==> src/rtl/tw_ctrl_port.sv <==
`timescale 1ns/1ps
module tw_ctrl_port #(
  parameter int ADDR_W   = 3,
  parameter int DATA_W   = 5,
  parameter int MIN_GAP  = 4,
  parameter int CTL_ADDR = 0,
  parameter int PWR_ADDR = 7,
  parameter int PWR_BIT  = 4
) (
  input  logic                          clk,
  input  logic                          rst_n,
  input  logic                          mode_sel,
  input  logic                          pin_stb_idle_n,
  input  logic                          pin_dat_fm_n,
  input  logic                          pin_clk_sleep_n,
  output logic                          data_o,
  output logic                          data_oe,
  output logic                          idle_o,
  output logic                          fm_o,
  output logic                          sleep_o,
  output logic                          refclk_en_o,
  output logic [(1<<ADDR_W)*DATA_W-1:0] bank_o
);

  localparam int FRAME_LEN = 1 + ADDR_W + DATA_W;
  localparam int NREG      = 1 << ADDR_W;
  localparam int CNT_W     = $clog2(FRAME_LEN + 2);
  localparam int GAP_W     = $clog2(MIN_GAP + 1);
  localparam logic [CNT_W-1:0] CNT_MAX = CNT_W'(FRAME_LEN + 1);
  localparam logic [CNT_W-1:0] CNT_HDR = CNT_W'(ADDR_W);
  localparam logic [CNT_W-1:0] CNT_END = CNT_W'(FRAME_LEN);

  logic [2:0] stb_sr, sck_sr;
  logic [1:0] dat_sr;
  logic       stb_fall, stb_rise, sck_fall;

  always_ff @(posedge clk or negedge rst_n)
    if (!rst_n) begin
      stb_sr <= '1;
      sck_sr <= '1;
      dat_sr <= '1;
    end else begin
      stb_sr <= {stb_sr[1:0], pin_stb_idle_n};
      sck_sr <= {sck_sr[1:0], pin_clk_sleep_n};
      dat_sr <= {dat_sr[0], pin_dat_fm_n};
    end

  assign stb_fall = !stb_sr[1] &&  stb_sr[2];
  assign stb_rise =  stb_sr[1] && !stb_sr[2];
  assign sck_fall = !sck_sr[1] &&  sck_sr[2];

  logic [GAP_W-1:0] gap_cnt;
  logic             gap_ok;

  assign gap_ok = (gap_cnt == GAP_W'(MIN_GAP));

  always_ff @(posedge clk or negedge rst_n)
    if (!rst_n)             gap_cnt <= '0;
    else if (!stb_sr[2])    gap_cnt <= '0;
    else if (!gap_ok)       gap_cnt <= gap_cnt + 1'b1;

  logic                 act;
  logic [CNT_W-1:0]     cnt;
  logic [FRAME_LEN-1:0] sh;
  logic [ADDR_W:0]      hdr;

  always_ff @(posedge clk or negedge rst_n)
    if (!rst_n) begin
      act <= 1'b0;
      cnt <= '0;
      sh  <= '0;
      hdr <= '0;
    end else if (!mode_sel) begin
      act <= 1'b0;
      cnt <= '0;
    end else if (stb_fall) begin
      act <= gap_ok;
      cnt <= '0;
    end else if (stb_rise) begin
      act <= 1'b0;
    end else if (act && sck_fall) begin
      sh <= {sh[FRAME_LEN-2:0], dat_sr[1]};
      if (cnt != CNT_MAX) cnt <= cnt + 1'b1;
      if (cnt == CNT_HDR) hdr <= {sh[ADDR_W-1:0], dat_sr[1]};
    end

  logic [DATA_W-1:0] bank [NREG];
  logic              wr_en;
  logic [ADDR_W-1:0] wr_addr;

  assign wr_en   = mode_sel && act && stb_rise && (cnt == CNT_END) && !sh[FRAME_LEN-1];
  assign wr_addr = sh[FRAME_LEN-2 -: ADDR_W];

  always_ff @(posedge clk or negedge rst_n)
    if (!rst_n) begin
      for (int k = 0; k < NREG; k++) bank[k] <= '0;
    end else if (wr_en) begin
      bank[wr_addr] <= sh[DATA_W-1:0];
    end

  for (genvar g = 0; g < NREG; g++) begin : g_bank_out
    assign bank_o[g*DATA_W +: DATA_W] = bank[g];
  end

  logic              rd_phase;
  logic [DATA_W-1:0] rd_word;
  logic              rd_bit;

  assign rd_phase = mode_sel && act && hdr[ADDR_W] && (cnt > CNT_HDR) && (cnt < CNT_END);
  assign rd_word  = bank[hdr[ADDR_W-1:0]];

  always_comb begin
    rd_bit = 1'b1;
    for (int i = 0; i < DATA_W; i++)
      if (cnt == CNT_W'(FRAME_LEN - 1 - i)) rd_bit = rd_word[i];
  end

  assign data_oe = rd_phase;
  assign data_o  = rd_phase ? rd_bit : 1'b1;

  assign idle_o      = mode_sel ? bank[CTL_ADDR][0] : !pin_stb_idle_n;
  assign fm_o        = mode_sel ? bank[CTL_ADDR][1] : !pin_dat_fm_n;
  assign sleep_o     = mode_sel ? bank[CTL_ADDR][2] : !pin_clk_sleep_n;
  assign refclk_en_o = !bank[PWR_ADDR][PWR_BIT];

  AST_IDLE_STROBE_NO_WRITE: assert property (@(posedge clk) disable iff (!rst_n)
    !stb_rise |=> $stable(bank_o));
  AST_RELEASE_AFTER_FRAME: assert property (@(posedge clk) disable iff (!rst_n)
    (cnt >= CNT_END) |-> !data_oe);
  AST_PARALLEL_NO_DRIVE: assert property (@(posedge clk) disable iff (!rst_n)
    !mode_sel |-> !data_oe);
  AST_GAP_BEFORE_FRAME: assert property (@(posedge clk) disable iff (!rst_n)
    $rose(act) |-> $past(gap_ok));
  AST_SHORT_FRAME_DROPPED: assert property (@(posedge clk) disable iff (!rst_n)
    (stb_rise && act && cnt != CNT_END) |=> $stable(bank_o));

endmodule

==> config.mk <==
export PLATFORM = sky130hd
export DESIGN_NAME = tw_ctrl_port
export DESIGN_NICKNAME = d
export VERILOG_FILES = /design/src/rtl/tw_ctrl_port.sv
export SDC_FILE = /design/constraint.sdc
export NUM_CORES = 1
export LEC_CHECK = 0
export BUFFER_PORTS_ARGS = -buffer_cell sky130_fd_sc_hd__buf_2
export CAP_MARGIN = 10
export CORE_ASPECT_RATIO = 1.1
export CORE_MARGIN = 1.5
export CORE_UTILIZATION = 55
export DETAILED_ROUTE_END_ITERATION = 6
export GPL_ROUTABILITY_DRIVEN = 1
export MAX_ROUTING_LAYER = met4
export PLACE_DENSITY = 0.78
export SLEW_MARGIN = 5
export SYNTH_ARGS = -nofsm -noshare
export SYNTH_HDL_FRONTEND = slang
export SYNTH_SLANG_ARGS = --single-unit
==> constraint.sdc <==
create_clock -name clk -period 2.7 [get_ports clk]
set_input_delay 0.81 -clock clk [delete_from_list [all_inputs] [get_ports clk]]
set_output_delay 0.81 -clock clk [all_outputs]
set_load 0.01 [all_outputs]
==> qor.yml <==
outcome: "finished with violations"
violations: "negative setup slack"
crit_path_max_fanout: 7
drtIter0Drc: 119
dieWidth_um: 76.4
grt_pass1_wl_um: 11500
route.vias.total: 2152
synth_top_cell_area_share_pct: 46.9
finalNetCount: 316
finalMaxSlewViolations: 0
core_area_sq_mm: 0.00573
synthFlopType: "dfrtp_1"
syn_nets: 255
clock_sinks: 69
cts_root_buf: "clkbuf_8"
postSynthCellCount: 241
synth.distinct_cells: 40
worst_setup_path_start_kind: "register"
area_growth_pct: 18.5
synth_edf_count: 0
maxCapViolations: 0
holdCritPathClass: "register to register"
path_cells: "buf_8, mux4_2, nor2b_2, o41ai_2, a31oi_1, o21bai_1, buf_2"
worstPathRequired_ps: 1890
drive_gt1_share_pct: 50.8
first_pass_iters: 4
htreeDepth: 3
io_buffer_count: 51
finalNonFillerCells: 384
dp.cells: 367
worstSetupEndpointType: "primary output"
synth_top_cells_by_count: "dfrtp_1, mux2_2, mux2i_1, nand2_1, inv_1"
dieArea_sq_mm: 0.00639
fmax_mhz: 349
tritoncts: "done"
wl_um: 7030
ys_seq_elements: 69
leakagePower_nw: 1.94
final_core_util_pct: 67.4
total_power_mw: 1.89
worst_path_max_delay_cell: "dfrtp_2"
fin_crit_ps: 2860
die_h_um: 83.7
final_antenna_net_count: 0
fin_area_sq_mm: 0.00386
diodes: 0
gp_congestion: 0.796
hpwl_um: 5020
whs_ps: 360
async_reset_ff_share_pct: 100
finalClockSkew_ps: 6.11
path_clk_slew_ps: 70
synth.avg_cell_area_sq_um: 13.5
setup_viol: 1
grt_start_max_net_pins: 50
setup_tns_ps: -163
syn-cell-area_sq_mm: 0.00326
clock_latency_ps: 340
avgRoutedWirePerCell_um: 18.3
synth.most_common_cell: "dfrtp_1"
max_stage_delay_ps: 450
yosys-top-cells-area: "dfrtp_1, mux2_2, dfstp_2, mux4_2, mux2i_1"
rows: 29
rsz0062_at_grt: "true"
ys_seq_area_share_pct: 53.3
cts_buffer_depth: 2
arrival_ps: 2050
grt.overflow.total: 0
power.density_mw_per_mm2: 488
ios: 52
grt_pass1_vias: 2182
placed_area_sq_mm: 0.00364
antenna_found_initial: 0
ir_worst_vdd_mv: 0.343
worstSetupPathType: "register to primary output"
hold_viol_final: 0
pre_cts_slack_ps: 124
start_util_pct: 56.8
slew_headroom_pct: 65.3
synth_warnings: 0
track_usage_pct: 24.7
worst_slew_pin_slew_ps: 521
fin_ws_ps: -163
post-route-drc-count: 0
cts_buffers: 9
yosysTopAreaCell: "dfrtp_1"
fin_crit_sh_pct: 106
avgViaCountPerCell: 5.60
[final cells by class]
type / count / area (sq um)
clock buffers: 13 / 159
clock inverters: 3 / 20.0
fillers: 450 / 1870
inverters: 11 / 41.3
multi-input cells: 147 / 1420
flip-flops and latches: 69 / 1740
well taps: 77 / 96.3
repair buffers: 64 / 389
[kinds of logic after synthesis]
group,synth area share (%)
and+or+nand+nor,8.79
DFF,53.3
muxes,28.1
adders and majority gates,3.07
xor gates and xnor gates,1.08
AOI/OAI and AO/OA,2.19
buffers and inverters,3.49
[cell usage in the layout, fill, tap and decap left out, drive strengths merged, types with 2 or more instances in the layout]
cell type | netlist | routed
clkbuf | 5 | 13
nor2b | 4 | 4
xor2 | 2 | 2
mux2i | 13 | 13
nand2b | 2 | 2
mux2 | 54 | 54
inv | 11 | 11
a31oi | 2 | 2
xnor2 | 2 | 2
nand3 | 7 | 7
buf | 9 | 64
nor2 | 9 | 9
dfrtp | 61 | 61
nor3 | 3 | 3
nand3b | 2 | 2
nor3b | 3 | 3
o21ai | 2 | 2
nand2 | 13 | 13
dfstp | 8 | 8
clkinvlp | 0 | 2
and3 | 2 | 2
mux4 | 7 | 7
ha | 8 | 8
a21oi | 3 | 3
[metal layers]
metal | routed length, um | GRT usage [%]
met1 | 3140 | 32.2
met2 | 3450 | 38.0
met3 | 305 | 5.57
met4 | 136 | 9.43
met5 | 0 | -
[registers in the layout, indices dropped and copies added, names as in the netlist]
signal and flops:
hdr 4, sck_sr 3, act 1, sh 9, cnt 4, dat_sr 2, bank_o 40, gap_cnt 3
stb_sr 3
[worst paths after layout]
path / start / end / slack, ps / cells past startpoint
max in group asynchronous: rst_n / sck_sr[2]$_DFF_PN1_ / 1580 / 2
min: dat_sr[0]$_DFF_PN1_ / dat_sr[1]$_DFF_PN1_ / 360 / 0
min in group asynchronous: rst_n / gap_cnt[1]$_DFFE_PN0P_ / 440 / 1
max: hdr[0]$_DFFE_PN0P_ / data_o / -160 / 7
max reg2reg: cnt[1]$_DFFE_PN0P_ / bank_o[8]$_DFFE_PN0P_ / 340 / 7
min reg2reg: dat_sr[0]$_DFF_PN1_ / dat_sr[1]$_DFF_PN1_ / 360 / 0
[critical path, delay by kind of cell, from the launching register on]
family,cells,cell delay (ps)
AOI/OAI and AO/OA,3,570
DFF,1,450
muxes,1,330
buffers and inverters,2,310
and+or+nand+nor,1,40
[where the power goes]
group | leakage, nW | internal [mW] | switching (mW)
clock network | 0.0857 | 0.383 | 0.374
logic | 0.926 | 0.0231 | 0.0448
registers | 0.933 | 1.05 | 0.0103
total | 1.94 | 1.46 | 0.429
[timing repair]
item | 4_1_cts | 5_1_grt
endpoints found under the setup margin | 1 | 1
buffers inserted | 1 | 0
resized for setup | 5 | 2
hold buffers | 0 | 0
Power figures use the tool's default switching activity.
